<file path="src/rtl/synth_chan_pkg.sv">
package synth_chan_pkg;

    localparam int CHAN_DIV_W    = 14;
    localparam int CHAN_MIN_DIV  = 16;
    localparam int RX_RESET_DIV  = 7215;
    localparam int TX_RESET_DIV  = 9966;

    typedef enum logic {
        DV_COUNT,
        DV_HALT
    } div_mode_t;

    typedef enum logic [1:0] {
        PFD_IDLE,
        PFD_PUMP_UP,
        PFD_PUMP_DN
    } pfd_state_t;

    typedef enum logic [1:0] {
        LK_OFF,
        LK_HUNT,
        LK_HELD
    } lock_state_t;

endpackage

</file>
<file path="src/rtl/sc_divider.sv">
module sc_divider
    import synth_chan_pkg::*;
#(
    parameter int DIV_W     = CHAN_DIV_W,
    parameter int MIN_DIV   = CHAN_MIN_DIV,
    parameter int DEFAULT_N = RX_RESET_DIV
) (
    input  logic             clk,
    input  logic             rst_n,
    input  logic             pwr_down,
    input  logic             load,
    input  logic [DIV_W-1:0] value,
    output logic             tick
);

    localparam logic [DIV_W-1:0] FLOOR   = DIV_W'(MIN_DIV);
    localparam logic [DIV_W-1:0] RESET_N = DIV_W'(DEFAULT_N);
    localparam logic [DIV_W-1:0] ONE     = DIV_W'(1);

    div_mode_t        mode;
    logic [DIV_W-1:0] cnt_q;
    logic [DIV_W-1:0] active_q;
    logic [DIV_W-1:0] shadow_q;
    logic [DIV_W-1:0] end_count;
    logic [DIV_W-1:0] clamped;
    logic             wrap;

    // mode selection: power-down halts the counter on the same edge
    always_comb begin
        mode      = pwr_down ? DV_HALT : DV_COUNT;
        end_count = active_q - ONE;
        wrap      = (cnt_q == end_count);
        clamped   = (value < FLOOR) ? FLOOR : value;
    end

    always_ff @(posedge clk or negedge rst_n) begin
        if (!rst_n) begin
            cnt_q    <= '0;
            active_q <= RESET_N;
            shadow_q <= RESET_N;
            tick     <= 1'b0;
        end else begin
            if (load) begin
                shadow_q <= clamped;
            end
            unique case (mode)
                DV_HALT: begin
                    cnt_q    <= '0;
                    active_q <= shadow_q;
                    tick     <= 1'b0;
                end
                DV_COUNT: begin
                    if (wrap) begin
                        cnt_q    <= '0;
                        active_q <= shadow_q;
                        tick     <= 1'b1;
                    end else begin
                        cnt_q    <= cnt_q + ONE;
                        tick     <= 1'b0;
                    end
                end
            endcase
        end
    end

endmodule

</file>
<file path="src/rtl/sc_pfd.sv">
module sc_pfd
    import synth_chan_pkg::*;
(
    input  logic clk,
    input  logic rst_n,
    input  logic pwr_down,
    input  logic ref_tick,
    input  logic fb_tick,
    output logic up,
    output logic dn,
    output logic oe
);

    pfd_state_t state_q;
    pfd_state_t state_d;

    always_ff @(posedge clk or negedge rst_n) begin
        if (!rst_n) begin
            state_q <= PFD_IDLE;
        end else begin
            state_q <= state_d;
        end
    end

    always_comb begin
        state_d = state_q;
        if (pwr_down) begin
            state_d = PFD_IDLE;
        end else begin
            unique case (state_q)
                PFD_IDLE: begin
                    if (ref_tick && !fb_tick) begin
                        state_d = PFD_PUMP_UP;
                    end else if (fb_tick && !ref_tick) begin
                        state_d = PFD_PUMP_DN;
                    end
                end
                PFD_PUMP_UP: begin
                    if (fb_tick) begin
                        state_d = PFD_IDLE;
                    end
                end
                PFD_PUMP_DN: begin
                    if (ref_tick) begin
                        state_d = PFD_IDLE;
                    end
                end
                default: state_d = PFD_IDLE;
            endcase
        end
    end

    always_comb begin
        up = 1'b0;
        dn = 1'b0;
        oe = 1'b0;
        unique case (state_q)
            PFD_IDLE: begin
            end
            PFD_PUMP_UP: begin
                up = 1'b1;
                oe = 1'b1;
            end
            PFD_PUMP_DN: begin
                dn = 1'b1;
                oe = 1'b1;
            end
            default: begin
            end
        endcase
    end

endmodule

</file>
<file path="src/rtl/sc_lock.sv">
module sc_lock
    import synth_chan_pkg::*;
#(
    parameter int LOCK_PERIODS = 8,
    parameter int WIDE_LIMIT   = 2
) (
    input  logic clk,
    input  logic rst_n,
    input  logic pwr_down,
    input  logic ref_tick,
    input  logic pulse_active,
    output logic lock_n
);

    localparam int GW = $clog2(LOCK_PERIODS + 1);
    localparam int WW = $clog2(WIDE_LIMIT + 1);
    localparam logic [GW-1:0] LAST_GOOD = GW'(LOCK_PERIODS - 1);
    localparam logic [GW-1:0] G_ONE     = GW'(1);
    localparam logic [WW-1:0] W_CAP     = WW'(WIDE_LIMIT);
    localparam logic [WW-1:0] W_EDGE    = WW'(WIDE_LIMIT - 1);
    localparam logic [WW-1:0] W_ONE     = WW'(1);

    lock_state_t   state_q;
    lock_state_t   state_d;
    logic [GW-1:0] good_q;
    logic [GW-1:0] good_d;
    logic [WW-1:0] width_q;
    logic          wide;

    // width of the pulse in progress, saturating at the limit
    always_ff @(posedge clk or negedge rst_n) begin
        if (!rst_n) begin
            width_q <= '0;
        end else if (pulse_active && !pwr_down) begin
            if (width_q != W_CAP) begin
                width_q <= width_q + W_ONE;
            end
        end else begin
            width_q <= '0;
        end
    end

    assign wide = pulse_active && (width_q >= W_EDGE);

    always_ff @(posedge clk or negedge rst_n) begin
        if (!rst_n) begin
            state_q <= LK_HUNT;
            good_q  <= '0;
        end else begin
            state_q <= state_d;
            good_q  <= good_d;
        end
    end

    always_comb begin
        state_d = state_q;
        good_d  = good_q;
        if (pwr_down) begin
            state_d = LK_OFF;
            good_d  = '0;
        end else begin
            unique case (state_q)
                LK_OFF: begin
                    state_d = LK_HUNT;
                    good_d  = '0;
                end
                LK_HUNT: begin
                    if (wide) begin
                        good_d = '0;
                    end else if (ref_tick) begin
                        if (good_q == LAST_GOOD) begin
                            state_d = LK_HELD;
                            good_d  = '0;
                        end else begin
                            good_d = good_q + G_ONE;
                        end
                    end
                end
                LK_HELD: begin
                    if (wide) begin
                        state_d = LK_HUNT;
                        good_d  = '0;
                    end
                end
                default: begin
                    state_d = LK_HUNT;
                    good_d  = '0;
                end
            endcase
        end
    end

    always_comb begin
        unique case (state_q)
            LK_HELD: lock_n = 1'b0;
            default: lock_n = 1'b1;
        endcase
    end

endmodule

</file>
<file path="src/rtl/synth_channel.sv">
module synth_channel
    import synth_chan_pkg::*;
#(
    parameter bit TX_SIDE      = 1'b0,
    parameter int DIV_W        = CHAN_DIV_W,
    parameter int MIN_DIV      = CHAN_MIN_DIV,
    parameter int LOCK_PERIODS = 8,
    parameter int WIDE_LIMIT   = 2
) (
    input  logic             clk,
    input  logic             rst_n,
    input  logic             pwr_down,
    input  logic             ref_tick,
    input  logic             div_load,
    input  logic [DIV_W-1:0] div_value,
    output logic             div_tick,
    output logic             pump_up,
    output logic             pump_dn,
    output logic             pump_oe,
    output logic             lock_n
);

    localparam int RESET_DIV = TX_SIDE ? TX_RESET_DIV : RX_RESET_DIV;

    sc_divider #(
        .DIV_W     (DIV_W),
        .MIN_DIV   (MIN_DIV),
        .DEFAULT_N (RESET_DIV)
    ) u_div (
        .clk      (clk),
        .rst_n    (rst_n),
        .pwr_down (pwr_down),
        .load     (div_load),
        .value    (div_value),
        .tick     (div_tick)
    );

    sc_pfd u_pfd (
        .clk      (clk),
        .rst_n    (rst_n),
        .pwr_down (pwr_down),
        .ref_tick (ref_tick),
        .fb_tick  (div_tick),
        .up       (pump_up),
        .dn       (pump_dn),
        .oe       (pump_oe)
    );

    sc_lock #(
        .LOCK_PERIODS (LOCK_PERIODS),
        .WIDE_LIMIT   (WIDE_LIMIT)
    ) u_lock (
        .clk          (clk),
        .rst_n        (rst_n),
        .pwr_down     (pwr_down),
        .ref_tick     (ref_tick),
        .pulse_active (pump_oe),
        .lock_n       (lock_n)
    );

endmodule

</file>
<file path="config.mk">
export PLATFORM = sky130hd
export DESIGN_NAME = synth_channel
export DESIGN_NICKNAME = d
export VERILOG_FILES = /design/src/rtl/synth_chan_pkg.sv /design/src/rtl/sc_divider.sv /design/src/rtl/sc_pfd.sv /design/src/rtl/sc_lock.sv /design/src/rtl/synth_channel.sv
export SDC_FILE = /design/constraint.sdc
export NUM_CORES = 1
export LEC_CHECK = 0
export BUFFER_PORTS_ARGS = -buffer_cell sky130_fd_sc_hd__buf_4
export CORE_MARGIN = 1
export CORE_UTILIZATION = 60
export CTS_CLUSTER_SIZE = 40
export DETAILED_ROUTE_END_ITERATION = 8
export PLACE_DENSITY = 0.81
export SETUP_SLACK_MARGIN = 0.05
export SLEW_MARGIN = 20
export SYNTH_ARGS = -nofsm -noshare
export SYNTH_HDL_FRONTEND = slang
export SYNTH_SLANG_ARGS = --single-unit
export TNS_END_PERCENT = 10
</file>
<file path="constraint.sdc">
create_clock -name clk -period 3 [get_ports clk]
set_clock_uncertainty 0.05 [all_clocks]
set_input_delay 0.9 -clock clk [delete_from_list [all_inputs] [get_ports clk]]
set_output_delay 0.9 -clock clk [all_outputs]
set_load 0.02 [all_outputs]
</file>
==> reports/results.tsv, run 1 <==
stage	metric	value	unit
die	row count	25	
route	Detailed Routing Iterations Pass 1	4	
power	P per Cell Area	484	nW/um^2
route	WL/cell	14.2	um
yosys	Yosys reg bits	53	
die	die height	73.1	um
finish	ANT cells	0	
sta	Slew Viols, Final	0	
sta	RSZ-0062 raised after global routing	no	
power	Internal	1190	uW
yosys	asr flop ratio synth	1.00	
global_route	largest net degree at the start of global routing	54	
power	Leakage	0.00143	uW
yosys	Synth warnings	0	
setup_path	required time worst endpoint	3.14	ns
global_route	first-pass GRT wire length	9270	um
yosys	synth cell count leaders	36 x dfrtp_1, 17 x dfstp_2, 17 x mux2_2	
placed_design	DP Cell Count	368	
yosys	syn nets	310	
sta	Slew HR	0.581	
die	core area	4790	um^2
setup_path	r2r worst-path depth	9	
status	status	finished, final reports clean	
clock_network	CTS tree	yes	
flow_run	total of max-cap violations	0	
placed_design	Placer Congestion	0.919	
setup_path	Worst path slowest cell	or4b_4	
setup_path	crit path DAT	2.89	ns
placed_design	post-DP HPWL	3980	um
clock_network	Post-CTS Setup Bufs	0	
global_route	GR Util All Layers	0.227	
yosys	post-synth top area share	0.297	
sta	Final Critical Period	2.75	ns
global_route	initial antenna violation count	0	
route	Vias/cell	5.59	
clock_network	# clock sinks	53	
yosys	Netlist Area Pre-Place	3030	um^2
finish	fill count	371	
global_route	GRT overflow	0	
clock_network	Longest Clk Path Bufs	2	
sta	total negative slack	0	ns
die	Die X-Extent	73.1	um
yosys	Main synth FF type	dfrtp_1	
yosys	cell with the most instances after synthesis	dfrtp_1	
clock_network	htree depth	2	
worst_hold_path	HP Start	u_div.shadow_q[0]	
route	Initial DRC Count	118	
clock_network	Num CTS Buffers	5	
global_route	number of global-route vias before repair	2001	
finish	footprint of the multi-input gates	1570	um^2
power	peak supply drop	0.335	mV
clock_network	Root Buffer Master	clkbuf_8	
yosys	sequential element share of the synthesized area	0.444	
finish	Area Overhead vs Synth	11.3	%
setup_path	crit path from	u_div.active_q[0]	
setup_path	crit path capture	u_div.active_q[6]	
sta	fmax	364	MHz
placed_design	IO buf count	23	
setup_path	CP Cell Sequence	inv_1, ha_1, or4b_4, or3_1, nand4_1, a211oi_2, a41oi_4, buf_12, mux2_2	
setup_path	Critical Path Sink Type	register	
yosys	synth top area cells	dfrtp_1 30%, dfstp_2 15%, mux2_2 6.3%, xnor2_1 4.6%, ha_1 3.3%	
finish	nets	335	
sta	endpoints failing setup	0	
power	Reg power frac	0.530	
route	Total Wirelength	5350	um
finish	post-route insts no fill	376	
yosys	Syn Area/Cell	10.7	um^2
route	ANT nets after route	0	
clock_network	Clock Latency Late Sink	0.30	ns
power	Clk pwr share	0.294	
finish	FF+latch area	1350	um^2
setup_path	slowest stage delay, CP	0.50	ns
worst_hold_path	Hold Crit Class	register to register	
route	drc violations	0	
clock_network	# hold bufs at CTS	0	
setup_path	r2r startpoint	u_div.active_q[0]	
setup_path	CP Max Fanout	28	
setup_path	Critical Path Source Type	register	
setup_path	Reg2Reg Capture Point	u_div.active_q[6]	
die	I/O pin cnt	24	
sta	final hold viol count	0	
yosys	Post-synth EDFFs	0	
die	Starting Density	0.633	
die	die outline area	5340	um^2
route	via count	2100	
setup_path	kind of critical path	register to register	
sta	final period utilization	0.916	
clock_network	post-CTS sizing	0	
sta	worst-margin pin slew	0.629	ns
power	switching pwr	443	uW
yosys	Synth cell types	56	
setup_path	reg-to-reg slack, setup	0.25	ns
yosys	area leader, netlist	dfrtp_1	
finish	share of cells above drive strength 1	0.275	
power	sw frac	0.271	
yosys	Post-Synthesis Cells	283	
power	combinational share of power	0.176	
clock_network	Clock transition at path regs	0.09	ns
-- cell families (layout without fill, tap and decap cells) --
logic type / after synthesis / count (layout) / synth area share
xor gates and xnor gates: 25 / 25 / 0.0722
and+or+nand+nor: 107 / 107 / 0.215
muxes: 25 / 25 / 0.0962
DFF: 53 / 53 / 0.444
adders and majority gates: 8 / 8 / 0.0330
buffers and inverters: 23 / 49 / 0.0376
AOI/OAI and AO/OA: 42 / 42 / 0.102
-- power by group through the flow --
stage	clock network [uW]	registers, uW	logic [uW]
detailed placement	0	878	290
global route	526	876	321
global placement	0	873	282
floorplan	0	841	239
CTS	495	865	291
finish	481	865	288
-- flip-flops by register name, indices dropped and copies added (netlist names) --
register,flops
u_div.active_q,14
u_div.cnt_q,14
u_div.shadow_q,14
u_lock.good_q,4
u_lock.state_q,2
u_lock.width_q,2
u_pfd.state_q,2
u_div.tick,1
-- worst min path at each step --
stage | to | slack, ns | cells past startpoint
floorplan | u_div.active_q[0] | 0.40 | 2
global placement | u_div.active_q[1] | 0.44 | 2
detailed placement | u_div.active_q[0] | 0.43 | 2
CTS | u_div.active_q[0] | 0.44 | 2
global route | u_div.active_q[13] | 0.48 | 1
finish | u_div.active_q[0] | 0.44 | 2
-- metrics by stage --
step	setup WS [ns]	total power, uW	area [um^2]	hold slack, ns	util
2_1_floorplan	0.349	1080	3030	0.401	-
3_3_place_gp	0.352	1160	3260	0.440	0.682
3_5_place_dp	0.276	1170	3260	0.427	0.682
4_1_cts	0.251	1650	3370	0.441	0.705
5_1_grt	0.129	1720	3370	0.482	0.705
6_report	0.253	1630	3370	0.436	0.705
-- layout by cell type, fill, tap and decap left out, drive strengths merged, types with 2 or more instances in the layout --
| cell type | Yosys | final |
|---|---|---|
| or2 | 3 | 3 |
| dfrtp | 36 | 36 |
| nor4 | 8 | 8 |
| nand2b | 9 | 9 |
| ha | 8 | 8 |
| nor3 | 4 | 4 |
| mux2i | 4 | 4 |
| xnor2 | 16 | 16 |
| nand4 | 3 | 3 |
| nor4b | 2 | 2 |
| mux2 | 21 | 21 |
| and2 | 13 | 13 |
| nor2b | 7 | 7 |
| a31oi | 5 | 5 |
| a22o | 2 | 2 |
| or3 | 4 | 4 |
| nand3 | 10 | 10 |
| or4 | 2 | 2 |
| a211oi | 2 | 2 |
| buf | 6 | 25 |
| nor2 | 16 | 16 |
| inv | 16 | 17 |
| a21oi | 8 | 8 |
| nand2 | 14 | 14 |
| o21ai | 12 | 12 |
| clkbuf | 1 | 6 |
| or3b | 2 | 2 |
| nor3b | 2 | 2 |
| o31ai | 3 | 3 |
| xor2 | 9 | 9 |
| and3 | 3 | 3 |
| dfstp | 17 | 17 |
-- per-layer routing --
layer  up-vias  track usage  part of all wire  wire length [um]
met5         -            0                 0                 0
met4         0       0.0545            0.0071                38
met3         5       0.0428             0.030               158
met2        37        0.364              0.48              2580
met1      1009        0.319              0.48              2570
li1       1049            -                 -                 -
-- critical path: cells and delay by family, from the launching register on --
kind | cells | cell delay (ns)
flip-flops | 1 | 0.40
adder cells (fa/ha/maj) | 1 | 0.22
multiplexers | 1 | 0.35
AND/OR/NAND/NOR | 3 | 1.02
buffers and inverters | 2 | 0.28
AO/OA/AOI/OAI | 2 | 0.32
-- layout make-up --
| class | count | share of cell area |
|---|---|---|
| multi-input combinational | 207 | 0.466 |
| sequential | 53 | 0.399 |
| timing repair buffer | 25 | 0.0593 |
| tap | 67 | 0.0249 |
| clock buffer | 6 | 0.0215 |
| inverter | 16 | 0.0178 |
| clock inverter | 2 | 0.0115 |
Power figures use the tool's default switching activity.
==> run 2: changes to the inputs <==
- BUFFER_PORTS_ARGS: -buffer_cell sky130_fd_sc_hd__buf_4 -> not set
- DONT_BUFFER_PORTS: not set -> 1
- PLACE_DENSITY: 0.81 -> 0.77
==> run 2 against run 1 <==
  * Largest power group unchanged
  * Via count fell by 2.1%
  * Count of clock-buffer cells in the layout increased by 1
  * Combinational power is 14% lower
  * Core utilization decreased by 3.6 points
  * Highest routed layer unchanged
  * Flip-flop and latch count stayed put
  * Register-to-register slack lost 0.07 ns
  * Clock power increased by 2%
  * Fmax down 2.6%
  * Global-route usage down 0.66 points
  * Critical path depth did not move
==> reports/results.tsv, run 2 (same netlist as run 1, synthesis figures left out) <==
stage	metric	value	unit
power	Reg power frac	0.540	
power	peak supply drop	0.378	mV
global_route	GRT overflow	0	
finish	FF+latch area	1350	um^2
die	Starting Density	0.633	
finish	nets	313	
flow_run	total of max-cap violations	0	
setup_path	Critical Path Sink Type	register	
die	I/O pin cnt	24	
die	row count	25	
placed_design	Placer Congestion	0.807	
finish	design area	3200	um^2
clock_network	Clock Latency Late Sink	0.30	ns
sta	total negative slack	0	ns
global_route	GR Util All Layers	0.221	
finish	footprint of the multi-input gates	1570	um^2
die	core area	4790	um^2
die	Die X-Extent	73.1	um
setup_path	r2r startpoint	u_div.active_q[0]	
power	P per Cell Area	501	nW/um^2
global_route	first-pass GRT wire length	9030	um
worst_hold_path	Hold Crit Class	primary input to asynchronous set/reset pin	
clock_network	Longest Clk Path Bufs	2	
sta	Final Critical Period	2.82	ns
setup_path	Critical Path Source Type	register	
sta	worst-margin pin slew	0.514	ns
route	Initial DRC Count	64	
power	switching pwr	412	uW
clock_network	# clock sinks	53	
sta	fmax	355	MHz
power	Leakage	0.00132	uW
power	Clk pwr share	0.306	
finish	Area Overhead vs Synth	5.57	%
route	ANT nets after route	0	
route	WL/cell	15.1	um
setup_path	reg-to-reg slack, setup	0.18	ns
route	drc violations	0	
sta	RSZ-0062 raised after global routing	no	
global_route	largest net degree at the start of global routing	54	
clock_network	htree depth	2	
setup_path	Reg2Reg Capture Point	u_div.active_q[6]	
clock_network	post-CTS sizing	0	
sta	Slew HR	0.656	
finish	commonest non-fill, non-tap cell in the layout	dfrtp_1	
die	die outline area	5340	um^2
setup_path	kind of critical path	register to register	
placed_design	post-DP HPWL	4080	um
route	Vias/cell	5.81	
die	die height	73.1	um
route	Total Wirelength	5360	um
clock_network	# hold bufs at CTS	0	
finish	fill count	380	
finish	commonest cells after routing, fill and taps aside	36 x dfrtp_1, 17 x mux2_2, 17 x dfstp_2	
finish	biggest regs	u_div.active_q x14, u_div.cnt_q x14, u_div.shadow_q x14	
setup_path	required time worst endpoint	3.14	ns
clock_network	Post-CTS Setup Bufs	0	
clock_network	Num CTS Buffers	5	
sta	final period utilization	0.940	
clock_network	Clock transition at path regs	0.09	ns
status	status	finished, final reports clean	
power	Internal	1190	uW
finish	share of cells above drive strength 1	0.220	
sta	final hold viol count	0	
placed_design	Cell Area, Placed	3080	um^2
sta	Slew Viols, Final	0	
clock_network	Root Buffer Master	clkbuf_8	
setup_path	crit path DAT	2.96	ns
global_route	initial antenna violation count	0	
clock_network	CTS tree	yes	
power	combinational share of power	0.154	
setup_path	CP Max Fanout	17	
placed_design	IO buf count	0	
sta	endpoints failing setup	0	
route	via count	2056	
route	Detailed Routing Iterations Pass 1	4	
global_route	number of global-route vias before repair	2067	
finish	ANT cells	0	
power	sw frac	0.257	
setup_path	r2r worst-path depth	9	
run 2: per-layer routing:
layer,up-vias,GRT usage,part of all wire
met5,-,0,0
met4,0,0.0588,0.0073
met3,4,0.0401,0.028
met2,34,0.395,0.51
met1,1008,0.272,0.45
li1,1010,-,-
run 2: power groups by stage:
stage          Sequential (uW)  Clock, uW  Combinational [uW]
2_1_floorplan              841          0                 239
3_3_place_gp               874          0                 237
3_5_place_dp               878          0                 245
4_1_cts                    864        507                 247
5_1_grt                    874        527                 272
6_report                   865        491                 247
run 2: area by class of cell:
type,instances,share of cell area
inverters,16,0.0188
clock inverters,1,0.00938
repair buffers,3,0.00704
well taps,67,0.0262
clock buffers,7,0.0270
flip-flops and latches,53,0.421
multi-input cells,207,0.491
run 2: how the worst max path moves through the flow:
stage | slack (ns) | depth (start not counted) | from | end
3_5_place_dp | 0.20 | 9 | u_div.active_q[0] | u_div.active_q[6]
6_report | 0.18 | 9 | u_div.active_q[0] | u_div.active_q[6]
3_3_place_gp | 0.29 | 9 | u_div.active_q[0] | u_div.active_q[6]
2_1_floorplan | 0.35 | 9 | u_div.active_q[0] | u_div.active_q[9]
5_1_grt | 0.08 | 9 | u_div.active_q[0] | u_div.active_q[6]
4_1_cts | 0.19 | 9 | u_div.active_q[0] | u_div.active_q[6]
run 2: metrics by stage:
stage / hold slack, ns / worst slack, ns / total power, uW / std cells / util
final: 0.232 / 0.180 / 1600 / 354 / 0.669
after detailed placement: 0.428 / 0.199 / 1120 / 346 / 0.644
after CTS: 0.222 / 0.189 / 1620 / 354 / 0.669
after global routing: 0.213 / 0.0785 / 1670 / 354 / 0.669
after global placement: 0.438 / 0.292 / 1110 / 346 / 0.644
after floorplan: 0.401 / 0.349 / 1080 / 283 / -
run 2: critical path: stages (launching register included):
cell      delay, ns
dfstp_2        0.40
inv_1          0.08
ha_1           0.24
or4b_4         0.51
or3_1          0.36
nand4_1        0.14
a211oi_2       0.07
a41oi_4        0.23
buf_4          0.27
mux2_2         0.36
